===== config.mk =====
export PLATFORM = sky130hd
export DESIGN_NAME = pwm_action_qual
export DESIGN_NICKNAME = d
export VERILOG_FILES = /design/src/rtl/pwm_aq_pkg.sv /design/src/rtl/pwm_aq_regs.sv /design/src/rtl/pwm_aq_reload.sv /design/src/rtl/pwm_aq_force.sv /design/src/rtl/pwm_aq_channel.sv /design/src/rtl/pwm_action_qual.sv
export SDC_FILE = /design/constraint.sdc
export NUM_CORES = 1
export LEC_CHECK = 0
export BUFFER_PORTS_ARGS = -buffer_cell sky130_fd_sc_hd__buf_2
export CAP_MARGIN = 20
export CORE_ASPECT_RATIO = 1.1
export CORE_MARGIN = 2
export CORE_UTILIZATION = 55
export DETAILED_ROUTE_END_ITERATION = 10
export HOLD_SLACK_MARGIN = 0.05
export PLACE_DENSITY = 0.88
export SLEW_MARGIN = 20
export SYNTH_ARGS = -nofsm -noshare
export SYNTH_HDL_FRONTEND = slang
export SYNTH_HIERARCHICAL = 1
export SYNTH_SLANG_ARGS = --single-unit

===== constraint.sdc =====
create_clock -name clk -period 3.1 [get_ports clk]
set_input_delay 0.31 -clock clk [delete_from_list [all_inputs] [get_ports clk]]
set_output_delay 0.31 -clock clk [all_outputs]
set_load 0.1 [all_outputs]

===== src/rtl/pwm_aq_pkg.sv =====
package pwm_aq_pkg;

    localparam int unsigned NUM_OUT   = 2;
    localparam int unsigned CODE_W    = 2;

    localparam int unsigned FLD_ZERO_LSB = 0;
    localparam int unsigned FLD_PRD_LSB  = 2;
    localparam int unsigned FLD_CMPA_LSB = 4;
    localparam int unsigned FLD_CMPB_LSB = 8;
    localparam int unsigned FLD_RLD_LSB  = 6;

    localparam logic [1:0] ADDR_ACT_A = 2'd0;
    localparam logic [1:0] ADDR_ACT_B = 2'd1;
    localparam logic [1:0] ADDR_FRC   = 2'd2;

    typedef enum logic [1:0] {
        ACT_NONE   = 2'b00,
        ACT_LOW    = 2'b01,
        ACT_HIGH   = 2'b10,
        ACT_TOGGLE = 2'b11
    } act_e;

    typedef enum logic [1:0] {
        FRC_OFF  = 2'b00,
        FRC_LOW  = 2'b01,
        FRC_HIGH = 2'b10
    } frc_e;

    typedef enum logic [1:0] {
        RLD_ZERO   = 2'b00,
        RLD_PERIOD = 2'b01,
        RLD_EITHER = 2'b10,
        RLD_NOW    = 2'b11
    } rld_e;

    typedef enum logic {
        LVL_LOW  = 1'b0,
        LVL_HIGH = 1'b1
    } lvl_e;

    typedef struct packed {
        logic cmpb_up;
        logic cmpa_up;
        logic period;
        logic zero;
    } evt_t;

endpackage


===== src/rtl/pwm_aq_regs.sv =====
module pwm_aq_regs
    import pwm_aq_pkg::*;
#(
    parameter int unsigned DATA_W = 16,
    parameter int unsigned ADDR_W = 2
) (
    input  logic                                clk,
    input  logic                                rst_n,
    input  logic                                wr_en,
    input  logic [ADDR_W-1:0]                   wr_addr,
    input  logic [DATA_W-1:0]                   wr_data,
    output logic [NUM_OUT-1:0][DATA_W-1:0]      act_word,
    output logic [NUM_OUT-1:0][CODE_W-1:0]      frc_shadow,
    output rld_e                                rld_mode
);

    localparam logic [ADDR_W-1:0] A_FRC = ADDR_W'(ADDR_FRC);

    always_ff @(posedge clk or negedge rst_n) begin
        if (!rst_n) begin
            act_word   <= '0;
            frc_shadow <= '0;
            rld_mode   <= RLD_ZERO;
        end else if (wr_en) begin
            for (int o = 0; o < NUM_OUT; o++) begin
                if (wr_addr == ADDR_W'(o)) begin
                    act_word[o] <= wr_data;
                end
            end
            if (wr_addr == A_FRC) begin
                for (int o = 0; o < NUM_OUT; o++) begin
                    frc_shadow[o] <= wr_data[CODE_W*o +: CODE_W];
                end
                rld_mode <= rld_e'(wr_data[FLD_RLD_LSB +: CODE_W]);
            end
        end
    end

endmodule


===== src/rtl/pwm_aq_reload.sv =====
module pwm_aq_reload
    import pwm_aq_pkg::*;
(
    input  rld_e  rld_mode,
    input  evt_t  evt,
    output logic  reload_hit
);

    always_comb begin
        unique case (rld_mode)
            RLD_ZERO:   reload_hit = evt.zero;
            RLD_PERIOD: reload_hit = evt.period;
            RLD_EITHER: reload_hit = evt.zero | evt.period;
            RLD_NOW:    reload_hit = 1'b1;
        endcase
    end

endmodule


===== src/rtl/pwm_aq_force.sv =====
module pwm_aq_force
    import pwm_aq_pkg::*;
(
    input  logic              clk,
    input  logic              rst_n,
    input  logic              reload_hit,
    input  logic [CODE_W-1:0] shadow_code,
    output frc_e              frc_state
);

    frc_e state_q;
    frc_e state_d;

    always_ff @(posedge clk or negedge rst_n) begin
        if (!rst_n) begin
            state_q <= FRC_OFF;
        end else begin
            state_q <= state_d;
        end
    end

    always_comb begin
        state_d = state_q;
        if (reload_hit) begin
            unique case (shadow_code)
                2'b01:   state_d = FRC_LOW;
                2'b10:   state_d = FRC_HIGH;
                default: state_d = FRC_OFF;
            endcase
        end
    end

    always_comb begin
        frc_state = state_q;
    end

    AST_FRC_HOLD: assert property (@(posedge clk) disable iff (!rst_n)
        !reload_hit |=> $stable(state_q));
    AST_FRC_RELEASE: assert property (@(posedge clk) disable iff (!rst_n)
        (reload_hit && (shadow_code == 2'b00 || shadow_code == 2'b11)) |=> (state_q == FRC_OFF));

endmodule


===== src/rtl/pwm_aq_channel.sv =====
module pwm_aq_channel
    import pwm_aq_pkg::*;
#(
    parameter int unsigned DATA_W = 16
) (
    input  logic              clk,
    input  logic              rst_n,
    input  evt_t              evt,
    input  logic [DATA_W-1:0] act_cfg,
    input  frc_e              frc_state,
    output logic              pwm_out
);

    lvl_e lvl_q;
    lvl_e lvl_d;
    act_e act_sel;
    logic unused_cfg_bits;

    assign unused_cfg_bits = ^{act_cfg[DATA_W-1:FLD_CMPB_LSB+CODE_W],
                               act_cfg[FLD_RLD_LSB +: CODE_W]};

    // one event acts per clock: compare-B-up, compare-A-up, period, zero
    always_comb begin
        if (evt.cmpb_up) begin
            act_sel = act_e'(act_cfg[FLD_CMPB_LSB +: CODE_W]);
        end else if (evt.cmpa_up) begin
            act_sel = act_e'(act_cfg[FLD_CMPA_LSB +: CODE_W]);
        end else if (evt.period) begin
            act_sel = act_e'(act_cfg[FLD_PRD_LSB +: CODE_W]);
        end else if (evt.zero) begin
            act_sel = act_e'(act_cfg[FLD_ZERO_LSB +: CODE_W]);
        end else begin
            act_sel = ACT_NONE;
        end
    end

    always_ff @(posedge clk or negedge rst_n) begin
        if (!rst_n) begin
            lvl_q <= LVL_LOW;
        end else begin
            lvl_q <= lvl_d;
        end
    end

    always_comb begin
        unique case (frc_state)
            FRC_LOW:  lvl_d = LVL_LOW;
            FRC_HIGH: lvl_d = LVL_HIGH;
            default: begin
                unique case (act_sel)
                    ACT_NONE:   lvl_d = lvl_q;
                    ACT_LOW:    lvl_d = LVL_LOW;
                    ACT_HIGH:   lvl_d = LVL_HIGH;
                    ACT_TOGGLE: lvl_d = (lvl_q == LVL_HIGH) ? LVL_LOW : LVL_HIGH;
                endcase
            end
        endcase
    end

    always_comb begin
        pwm_out = (lvl_q == LVL_HIGH);
    end

    AST_FORCE_LOW: assert property (@(posedge clk) disable iff (!rst_n)
        (frc_state == FRC_LOW) |=> !pwm_out);
    AST_FORCE_HIGH: assert property (@(posedge clk) disable iff (!rst_n)
        (frc_state == FRC_HIGH) |=> pwm_out);
    AST_QUIET_HOLD: assert property (@(posedge clk) disable iff (!rst_n)
        (frc_state == FRC_OFF && evt == '0) |=> $stable(pwm_out));
    AST_TOGGLE_FLIP: assert property (@(posedge clk) disable iff (!rst_n)
        (frc_state == FRC_OFF && act_sel == ACT_TOGGLE) |=> (pwm_out != $past(pwm_out)));
    AST_CMPB_WINS: assert property (@(posedge clk) disable iff (!rst_n)
        (frc_state == FRC_OFF && evt.cmpb_up && act_cfg[FLD_CMPB_LSB +: CODE_W] == 2'b10) |=> pwm_out);

endmodule


===== src/rtl/pwm_action_qual.sv =====
module pwm_action_qual
    import pwm_aq_pkg::*;
#(
    parameter int unsigned DATA_W = 16
) (
    input  logic              clk,
    input  logic              rst_n,
    input  logic              evt_zero,
    input  logic              evt_period,
    input  logic              evt_cmpa_up,
    input  logic              evt_cmpb_up,
    input  logic              cfg_wr_en,
    input  logic [1:0]        cfg_wr_addr,
    input  logic [DATA_W-1:0] cfg_wr_data,
    output logic              pwm_a,
    output logic              pwm_b
);

    localparam int unsigned ADDR_W = 2;

    evt_t                              evt;
    logic [NUM_OUT-1:0][DATA_W-1:0]    act_word;
    logic [NUM_OUT-1:0][CODE_W-1:0]    frc_shadow;
    rld_e                              rld_mode;
    logic                              reload_hit;
    frc_e                              frc_state [NUM_OUT];
    logic [NUM_OUT-1:0]                pwm_vec;

    assign evt.zero    = evt_zero;
    assign evt.period  = evt_period;
    assign evt.cmpa_up = evt_cmpa_up;
    assign evt.cmpb_up = evt_cmpb_up;

    pwm_aq_regs #(
        .DATA_W (DATA_W),
        .ADDR_W (ADDR_W)
    ) u_regs (
        .clk        (clk),
        .rst_n      (rst_n),
        .wr_en      (cfg_wr_en),
        .wr_addr    (cfg_wr_addr),
        .wr_data    (cfg_wr_data),
        .act_word   (act_word),
        .frc_shadow (frc_shadow),
        .rld_mode   (rld_mode)
    );

    pwm_aq_reload u_reload (
        .rld_mode   (rld_mode),
        .evt        (evt),
        .reload_hit (reload_hit)
    );

    for (genvar o = 0; o < NUM_OUT; o++) begin : g_out
        pwm_aq_force u_force (
            .clk         (clk),
            .rst_n       (rst_n),
            .reload_hit  (reload_hit),
            .shadow_code (frc_shadow[o]),
            .frc_state   (frc_state[o])
        );

        pwm_aq_channel #(
            .DATA_W (DATA_W)
        ) u_chan (
            .clk       (clk),
            .rst_n     (rst_n),
            .evt       (evt),
            .act_cfg   (act_word[o]),
            .frc_state (frc_state[o]),
            .pwm_out   (pwm_vec[o])
        );
    end

    assign pwm_a = pwm_vec[0];
    assign pwm_b = pwm_vec[1];

    AST_ADDR3_INERT: assert property (@(posedge clk) disable iff (!rst_n)
        (cfg_wr_en && cfg_wr_addr == 2'd3) |=> ($stable(act_word) && $stable(frc_shadow) && $stable(rld_mode)));

endmodule


# == Yosys cells after proc, flatten, opt, wreduce, memory -nomap -nowiden ==
# Index checks and enable logic that the tools add are counted.
# word_totals
regBits,32
out_inout_bits,2
word_cells,55
# classes
eq_ne,21
n_mux,17
bitwise,1
n_reduce_logical,7
# op_table
operator,count
$eq 2x2->1 const B,11
$eq 2x1->1 const B,8
$mux 2,8
$logic_not 2->1,4
$pmux 2 s2,2
$ne 3x3->1 const B,2
$pmux 1 s3,2
$reduce_and 2->1,3
$pmux 1 s2,2
$pmux 1 s4,1
$mux 1,2
$or 1x1->1,1

# == Longest topological paths before layout ==
# Gate-level depths: netlist of run 1.
# logic_depth
depth_word,7
ltp_mapped,5

# == Modules after synthesis ==
# The synthesis of run 1 kept the hierarchy.
# by_module_without_submodules
module,n_inst,cells_each,area_each_um2
pwm_aq_regs,1,81,1438.9
pwm_aq_channel,2,21,185.2
pwm_aq_force,2,8,82.6
pwm_aq_reload,1,4,23.8

# == Least setup slack after synthesis of run 1 ==
# Ideal clock, no wire load.
# synth_path
path_type,reg2reg
start,reg g_out[0].u_chan.lvl_q
end,reg g_out[0].u_chan.lvl_q
setup_ps,136
arrival_ps,1318
t_required_ps,2964
path_slack_ps,1646
path_stages_with_launch,4
path_buffers,0
path_cell_list,dfrtp_1 > inv_1 > o211ai_2 > o221ai_2
# synth_via
elab_chain_len,3
# synth_lines
element,line,source
"start, declared",pwm_aq_channel.sv:14,lvl_e lvl_q;
"start signal, assigned",pwm_aq_channel.sv:41,lvl_q <= lvl_d;
$mux 1,pwm_aq_channel.sv:54,ACT_TOGGLE: lvl_d = (lvl_q == LVL_HIGH) ? LVL_LOW : LVL_HIGH;
$pmux 1 s3,pwm_aq_channel.sv:50,unique case (act_sel)
$pmux 1 s2,pwm_aq_channel.sv:46,unique case (frc_state)
# No other way between the ends.
# A chain may end at the register's enable or synchronous reset.

# == Worst setup path in the final report of run 1 ==
# layout_path
start,reg g_out[0].u_chan.lvl_q
end,out pwm_a
# layout_rtl
element,line,source
"end, declared",pwm_action_qual.sv:15,"output logic pwm_a,"
# No word-level cell between the ends.

==> results of run 1 <==
[state kept, by name (all words and copies together) (netlist names)]
name / cells
g_out.u_chan/pwm_out: 2
g_out.u_force/frc_state: 4
u_regs/act_word: 16
u_regs/frc_shadow: 4
u_regs/rld_mode: 2
[per-stage QoR]
stage          hold slack (ns)  std cells  instance area (um2)   util  power (uW)
2_1_floorplan           0.0144        111                 1420      -         769
3_3_place_gp             0.344        160                 1530  0.620         828
3_5_place_dp             0.355        160                 1530  0.620         851
4_1_cts                  0.207        164                 1570  0.634         992
5_1_grt                  0.199        164                 1570  0.634        1050
6_report                 0.216        164                 1570  0.634         983
[power by group through the flow]
stage,Sequential (uW),Combinational [uW],Clock [uW]
global placement,500,328,0
CTS,501,344,147
finish,499,339,144
detailed placement,508,343,0
floorplan,584,185,0
global route,512,375,161
[worst max path at each step]
stage,start,slack [ns],depth (start not counted),end
floorplan,g_out[0].u_chan/pwm_out,1.65,3,g_out[0].u_chan/pwm_out
global placement,cfg_wr_addr[0],1.72,3,u_regs/act_word[8]
detailed placement,cfg_wr_addr[0],1.67,3,u_regs/act_word[0]
CTS,g_out[0].u_chan/pwm_out,1.64,1,pwm_a
global route,g_out[0].u_chan/pwm_out,1.59,1,pwm_a
finish,g_out[0].u_chan/pwm_out,1.64,1,pwm_a
[metal layers]
metal	up-vias	share of wire
met5	-	0
met4	0	0.016
met3	4	0.035
met2	15	0.49
met1	432	0.45
li1	441	-
[layout make-up]
| cell class | instances | area (um2) | area share |
|---|---|---|---|
| Multi-Input combinational cell | 68 | 646 | 0.412 |
| Sequential cell | 28 | 701 | 0.447 |
| Tap cell | 31 | 38.8 | 0.0248 |
| Inverter | 13 | 48.8 | 0.0312 |
| Clock buffer | 3 | 22.5 | 0.0144 |
| Timing Repair Buffer | 21 | 110 | 0.0703 |
[cell usage in the layout (no fill, tap or decap), drive strengths merged]
| master | instances |
|---|---|
| a21oi | 1 |
| nand3 | 2 |
| mux2 | 22 |
| ha | 4 |
| nand3b | 10 |
| a211o | 2 |
| mux2i | 1 |
| o21ai | 4 |
| a211oi | 6 |
| clkbuf | 3 |
| o221ai | 2 |
| nor3 | 1 |
| o211ai | 2 |
| nor3b | 5 |
| buf | 20 |
| dfrtp | 28 |
| inv | 13 |
| nor2b | 4 |
| dlygate4sd3 | 1 |
| nor2 | 2 |
[what timing repair did]
item	CTS	global route
buffers inserted	0	0
hold buffers	1	0
hold endpoints to repair	28	0
==> metrics.txt, run 1 <==
Max VDD drop=451 uV; net switching component of the power=360 uW; number of buffer cells added on primary ports=20; type of the setup path with the least slack=reg -> out; GR met2 Demand/Resource=0.316; Longest Clk Path Bufs=2; residual antenna-violating net count after detailed routing=0; clock root buffer master=clkbuf_4; sequential fraction of design power=0.508; worst path buffer plus inverter count=1; Initial Util=0.573; CORE AREA=2470 um2; CP Data Required Time=2.79 ns; max frequency=0.686 GHz; final hold viol count=0; slew at the pin closest to its max-slew limit=0.608 ns; YS warnings=6; iteration-0 DRC count of the detailed router=14; total congestion overflow=0; largest delay contributor family on the critical path=buffers and inverters; ANT cells=0; total number of H-tree levels=1; post-synthesis instance total=111; RSZ-0062 raised after global routing=no; worst-case headroom to the max-slew limit=0.595; r2r worst-path depth=3; total length of routed wires=between 2 and 2.5 mm; clock sink count=28; internal power=slightly above 600 uW; total iterations of the first detailed-routing run=4; area growth from synthesis to layout=10.5%; number of I/O pins=27; wire length per cell=14.7 um; number of gates resized after cts=0; clock insertion delay at the later pin of the skew report=0.32 ns; switching part of the total=0.366; Max Transition Viols Final=0; origin of the worst min-delay path=cfg_wr_data[6]; type of origin of the critical path=flip-flop; startpoint of the lowest-slack register-to-register path=u_regs/rld_mode[0]; crit-path max cell delay=0.44 ns; Worst Hold Depth=2; worst-path fanout max=3; # DRC=0; logic gate share of total power=0.345; global-route usage over all layers=0.194; capture point of the worst reg-to-reg path=g_out[0].u_force/frc_state[0]; die span in y=between 50 and 60 um; share of the clock period used by the worst path after layout=0.470; signal arrival time at the worst endpoint=1.15 ns; number of global-route vias before repair=about 940; Clock Skews=0.00708 ns; worst setup timing slack at the placement stage=roughly 1.7 ns; drt via density=roughly 5.4; met1 track demand over resource in global routing=0.263; final setup violating endpoints=0; least setup slack across all paths after layout=1.64 ns; clock tree from TritonCTS=done; accumulated negative setup slack=0 ns; placed wire-length estimate=1.88 mm; M3 GR Usage=0.0340; Reg2Reg Setup Slack=between 1.5 and 2 ns; run status=completed; post-route minimum period=1.46 ns; fraction of final layout cells sized beyond drive strength 1=0.429; standby leakage power=0.000690 uW; kind of end point of the critical path=output port; synthesized cell area=1420 um2; number of buffers inserted during clock tree synthesis=3; worst min-delay path endpoint=u_regs/rld_mode[0]; critical-path cell with the highest stage delay=buf_2; width of the die=52.4 um; highest-utilization routing layer at the global route stage=met2; worst hold path class=in -> reg; maximum number of pins on one net before global-route repair=29; initial antenna violation count=0; Power Dens Cells=628 nW/um2; cell chain of the critical path=buf_2; syn_nets=140; clock slew at reported path FFs=0.14 ns; wire length of the first global-routing pass=4.28 mm; total vias in the final route=892; clock share of power=0.147; die outline area=3000 um2; count of max-cap constraint violations=0; number of rows in the core area=19; FILL cells=200; NumNets Final=164; weighted congestion at the end of routability-driven global placement=0.743; post-synthesis average cell area=12.8 um2
Power figures use the tool's default switching activity.
==> inputs of run 2 (changes only) <==
Settings changed: CORE_UTILIZATION 55 to 52, PLACE_DENSITY 0.88 to 0.87.
Clock period 3.1 ns to 1.3 ns, I/O delays scaled along.
==> run 2 against run 1 <==
Effect of this change: non-clock buffer count grew 9; worst hold slack got worse by 0.16 ns; setup slack worse by 1.5 ns; final cell count increased by 6.1%; core utilization is 2.4 points higher; critical path type is now reg -> reg; critical endpoint is now g_out[0].u_force/frc_state[0]; highest routed layer unchanged.
==> metrics.txt, run 2 (synthesized netlist as in run 1, its figures left out) <==
# DRC=0 (unchanged); post-route minimum period=1.18 ns; register name with the most flops=u_regs/act_word; placed wire-length estimate=1.85 mm (-1.4%); total vias in the final route=941 (+5.5%); CORE AREA=2540 um2 (+2.9%); count of non-filler cells in the finished layout=174 (+6.1%); area growth from synthesis to layout=18.0%; weighted congestion at the end of routability-driven global placement=0.765 (+2.9%); Max Transition Viols Final=0 (unchanged); total length of routed wires=2.50 mm (+3.6%); CP Data Required Time=1.52 ns (-1.27 ns); maximum number of pins on one net before global-route repair=29 (unchanged); number of global-route vias before repair=1009 (+7.8%); total iterations of the first detailed-routing run=4 (unchanged); drt via density=5.41 (-0.57%); number of rows in the core area=19 (unchanged); Reg2Reg Setup Slack=0.12 ns (-1.65 ns); clock tree from TritonCTS=done; iteration-0 DRC count of the detailed router=15 (+1); clock sink count=28 (unchanged); number of buffers inserted during clock tree synthesis=3 (unchanged); run status=completed; NumNets Final=173 (+5.5%); RSZ-0062 raised after global routing=no; number of I/O pins=27 (unchanged); die outline area=3160 um2 (+5.3%); Max VDD drop=1160 uV (+160%); clock insertion delay at the later pin of the skew report=0.33 ns (about the same); worst-case headroom to the max-slew limit=0.596 (+0.00162); die span in y=58.8 um (+2.6%); global-route usage over all layers=0.191 (-0.00377); slew at the pin closest to its max-slew limit=0.606 ns (-0.00243 ns); count of max-cap constraint violations=0 (unchanged); max frequency=0.848 GHz; wire length of the first global-routing pass=4.34 mm (+1.4%); type of origin of the critical path=flip-flop; share of the clock period used by the worst path after layout=0.907; Initial Util=0.557 (-0.0161); number of placed instances with taps included=162 (+1.3%); total congestion overflow=0 (unchanged); standby leakage power=0.000734 uW (+6.5%); residual antenna-violating net count after detailed routing=0 (unchanged); total number of H-tree levels=1 (unchanged); accumulated negative setup slack=0 ns (unchanged); number of buffer cells added on primary ports=20 (unchanged); most frequent cells in the layout=dfrtp_1, mux2_2, buf_2; Power Dens Cells=1480 nW/um2 (+140%); signal arrival time at the worst endpoint=1.40 ns (+0.25 ns); worst hold path class=in -> reg; flip-flop count of the largest register, all copies and words added=16 (unchanged); wire length per cell=14.3 um (-2.3%); clock root buffer master=clkbuf_4; type of the setup path with the least slack=reg -> reg; most frequent standard cell in the layout excluding fill and tap cells=dfrtp_1; Longest Clk Path Bufs=2 (unchanged); fraction of final layout cells sized beyond drive strength 1=0.434 (+0.00500); ANT cells=0 (unchanged); initial antenna violation count=0 (unchanged); worst slack on hold paths=0.0559 ns (-0.160 ns); width of the die=53.8 um (+2.6%); worst-path fanout max=8 (+5); final setup violating endpoints=0 (unchanged); clock slew at reported path FFs=0.14 ns (about the same); final hold viol count=0 (unchanged); kind of end point of the critical path=flip-flop; Clock Skews=0.00611 ns (-0.000963 ns)
## run 2: cell types whose count changed in the layout (fill, tap and decap cells not counted)
| cell | previous run | this run |
|---|---|---|
| dfrtp_2 | 0 | 2 |
| buf_2 | 20 | 18 |
| dfrtp_1 | 28 | 26 |
| clkbuf_4 | 3 | 5 |
| buf_4 | 0 | 2 |
| dlygate4sd3_1 | 1 | 8 |
| clkbuf_8 | 0 | 1 |
## run 2: what timing repair did
item                                   4_1_cts  5_1_grt
setup endpoints to repair                    0        2
endpoints found under the hold margin       39        0
hold buffers                                 8        0
buffers inserted                             0        0
resized for setup                            0        2
## run 2: final cells by class
| type | instances | area (um2) |
|---|---|---|
| Timing Repair Buffer | 30 | 200 |
| Clock buffer | 4 | 36.3 |
| Tap cell | 31 | 38.8 |
| Multi-Input combinational cell | 68 | 646 |
| Sequential cell | 28 | 703 |
| Fill cell | 193 | 871 |
| Inverter | 13 | 48.8 |
## run 2: layer usage
metal	track usage	vias to the layer above	routed length [um]
met2	0.322	20	1290
met1	0.239	458	1060
met4	0.0989	0	61
li1	-	459	-
met5	0	-	0
met3	0.0152	4	89
## run 2: metrics by stage
step	total power, uW	utilization	worst slack (ns)	cell area [um2]
2_1_floorplan	1840	-	0.129	1420
4_1_cts	2480	0.656	0.0146	1670
3_5_place_dp	2050	0.610	0.114	1550
3_3_place_gp	1990	0.610	0.150	1550
6_report	2470	0.658	0.121	1670
5_1_grt	2620	0.658	0.0618	1670
## run 2: worst max-delay path: stages (launching register included)
cell	delay, ns
dfrtp_1	0.41
mux2i_1	0.23
a21oi_1	0.09
buf_4	0.16
nand3b_1	0.08
o21ai_0	0.09
## run 2: power by group
part | internal [uW] | leakage, uW | switching, uW
Combinational | 354 | 0.000379 | 507
Clock | 172 | 0.0000210 | 247
Sequential | 1070 | 0.000335 | 125
Total | 1590 | 0.000734 | 879
## run 2: path summary, 6_finish.rpt
kind / end / start / cells past startpoint
setup / recovery: g_out[0].u_force/frc_state[0] / u_regs/rld_mode[0] / 5
hold / removal: u_regs/act_word[2] / cfg_wr_data[2] / 2
setup reg to reg: g_out[0].u_force/frc_state[0] / u_regs/rld_mode[0] / 5
hold reg to reg: u_regs/act_word[20] / u_regs/act_word[20] / 1
max in group asynchronous: g_out[1].u_chan/pwm_out / rst_n / 2
min in group asynchronous: u_regs/act_word[2] / rst_n / 2
==> inputs of run 3 (changes only) <==
Settings changed: CORE_ASPECT_RATIO 1.1 to default.
==> run 3 against run 2 <==
Effect of this change: die area barely moved; highest routed layer unchanged; core utilization fell by 0.44 points; largest cell class unchanged; routed wire length rose by 3.8%; clock-buffer cell count fell by 1; worst hold slack improved by 0.0084 ns; sequential power barely moved; via count rose by 0.96%; largest power group unchanged; combinational power barely moved; power fell by 2.9%; final area fell by 1.5%; register-to-register slack barely moved.
==> metrics.txt, run 3 (synthesized netlist as in run 1, its figures left out) <==
flip-flop count of the largest register, all copies and words added=16 (unchanged); most frequent cells in the layout=dfrtp_1, mux2_2, buf_2; slew at the pin closest to its max-slew limit=0.612 ns (+0.00638 ns); run status=completed; clock slew at reported path FFs=0.14 ns (about the same); worst-case headroom to the max-slew limit=0.592 (-0.00425); cell area after placement=1550 um2 (about the same); total length of routed wires=2.59 mm (+3.8%); iteration-0 DRC count of the detailed router=8 (-7); drt via density=5.56 (+2.7%); logic gate share of total power=0.358 (+0.010); ANT cells=0 (unchanged); number of buffer cells added on primary ports=20 (unchanged); total congestion overflow=0 (unchanged); weighted congestion at the end of routability-driven global placement=0.730 (-4.6%); Longest Clk Path Bufs=2 (unchanged); Reg2Reg Setup Slack=0.11 ns (about the same); # DRC=0 (unchanged); sequential fraction of design power=0.499 (+0.016); number of rows in the core area=18 (-1); CP Data Required Time=1.51 ns (about the same); Max Transition Viols Final=0 (unchanged); global-route usage over all layers=0.190 (-0.000972); Max VDD drop=1000 uV (-14%); Initial Util=0.562 (+0.00470); startpoint of the lowest-slack register-to-register path=u_regs/act_word[3]; final core utilization=0.653 (-0.00438); post-route cell area=1650 um2 (-1.5%); NumNets Final=172 (-0.58%); clock tree from TritonCTS=done; width of the die=56.2 um (+4.5%); switching part of the total=0.363 (+0.00750); standby leakage power=0.000723 uW (-1.5%); area growth from synthesis to layout=16.2%; register name with the most flops=u_regs/act_word; type of origin of the critical path=flip-flop; maximum number of pins on one net before global-route repair=29 (unchanged); placed wire-length estimate=1.97 mm (+6.5%); CORE AREA=2520 um2 (-0.84%); wire length per cell=15.2 um (+5.6%); wire length of the first global-routing pass=4.62 mm (+6.5%); total iterations of the first detailed-routing run=4 (unchanged); r2r worst-path depth=4 (-1); initial antenna violation count=0 (unchanged); number of buffers inserted during clock tree synthesis=3 (unchanged); number of I/O pins=27 (unchanged); die span in y=56.2 um (-4.3%); clock share of power=0.143 (-0.026); clock root buffer master=clkbuf_4; fraction of final layout cells sized beyond drive strength 1=0.433 (-0.000942); clock insertion delay at the later pin of the skew report=0.32 ns (about the same); most frequent standard cell in the layout excluding fill and tap cells=dfrtp_1; final setup violating endpoints=0 (unchanged); least setup slack across all paths after layout=0.115 ns (-0.00626 ns); type of the setup path with the least slack=reg -> reg; accumulated negative setup slack=0 ns (unchanged); total vias in the final route=950 (+0.96%); number of global-route vias before repair=1021 (+1.2%); final hold viol count=0 (unchanged); worst hold path class=in -> reg; kind of end point of the critical path=flip-flop; post-route minimum period=1.19 ns (+0.00626 ns); clock sink count=28 (unchanged); max frequency=0.844 GHz (-0.53%); capture point of the worst reg-to-reg path=g_out[0].u_chan/pwm_out; internal power=1530 uW (-4.1%); share of the clock period used by the worst path after layout=0.912 (+0.00481); count of max-cap constraint violations=0 (unchanged); origin of the worst min-delay path=cfg_wr_data[1]; RSZ-0062 raised after global routing=no; die outline area=3160 um2 (about the same); net switching component of the power=871 uW (-0.88%); Power Dens Cells=1460 nW/um2 (-1.5%); worst setup timing slack at the placement stage=0.119 ns (+0.00523 ns); Worst Hold Depth=2 (unchanged); Clock Skews=0.00363 ns (-0.00249 ns); residual antenna-violating net count after detailed routing=0 (unchanged); worst slack on hold paths=0.0643 ns (+0.00837 ns); worst min-delay path endpoint=u_regs/act_word[1]; total number of H-tree levels=1 (unchanged); signal arrival time at the worst endpoint=1.40 ns (about the same); worst-path fanout max=2 (-6)
run 3: timing repair:
item / 4_1_cts / 5_1_grt
gates resized for setup: 0 / 2
hold endpoints to repair: 38 / 0
setup buffers: 0 / 0
endpoints found under the setup margin: 0 / 2
hold buffers: 7 / 0
run 3: power by group through the flow:
stage | Combinational [uW] | Sequential, uW | Clock [uW]
floorplan | 441 | 1400 | 0
global placement | 792 | 1200 | 0
detailed placement | 831 | 1220 | 0
CTS | 849 | 1200 | 358
global route | 937 | 1230 | 401
finish | 858 | 1200 | 344
run 3: how the worst max path moves through the flow:
| stage | from | to | slack [ns] | depth (start not counted) |
|---|---|---|---|---|
| 6_report | u_regs/act_word[3] | g_out[0].u_chan/pwm_out | 0.11 | 4 |
| 5_1_grt | u_regs/act_word[19] | g_out[1].u_chan/pwm_out | 0.04 | 4 |
| 2_1_floorplan | g_out[0].u_chan/pwm_out | g_out[0].u_chan/pwm_out | 0.13 | 3 |
| 3_3_place_gp | evt_period | g_out[1].u_chan/pwm_out | 0.16 | 5 |
| 4_1_cts | g_out[0].u_chan/pwm_out | pwm_a | 0.02 | 1 |
| 3_5_place_dp | u_regs/act_word[3] | g_out[0].u_chan/pwm_out | 0.12 | 4 |
run 3: metrics by stage:
stage | cells | power (uW)
5_1_grt | 171 | 2560
3_3_place_gp | 161 | 1990
6_report | 171 | 2400
4_1_cts | 171 | 2410
3_5_place_dp | 161 | 2050
2_1_floorplan | 111 | 1840
run 3: final cells by class:
cell class / instances / area [um2]
clock buffer: 3 / 22.5
fill: 201 / 875
inverter: 13 / 48.8
multi-input combinational: 68 / 646
sequential: 28 / 703
tap: 30 / 37.5
timing repair buffer: 29 / 190
run 3: worst max-delay path, cell delays in order, from the launching register on:
cell      delay, ns
dfrtp_1        0.42
a211oi_1       0.31
a211oi_2       0.15
o211ai_2       0.10
o221ai_2       0.10
run 3: per-layer routing:
layer / wire, um / global-route usage / vias up
met5: 0 / 0 / -
met2: 1430 / 0.333 / 15
li1: - / - / 460
met1: 1080 / 0.232 / 471
met3: 56 / 0.0349 / 4
met4: 25 / 0.0680 / 0
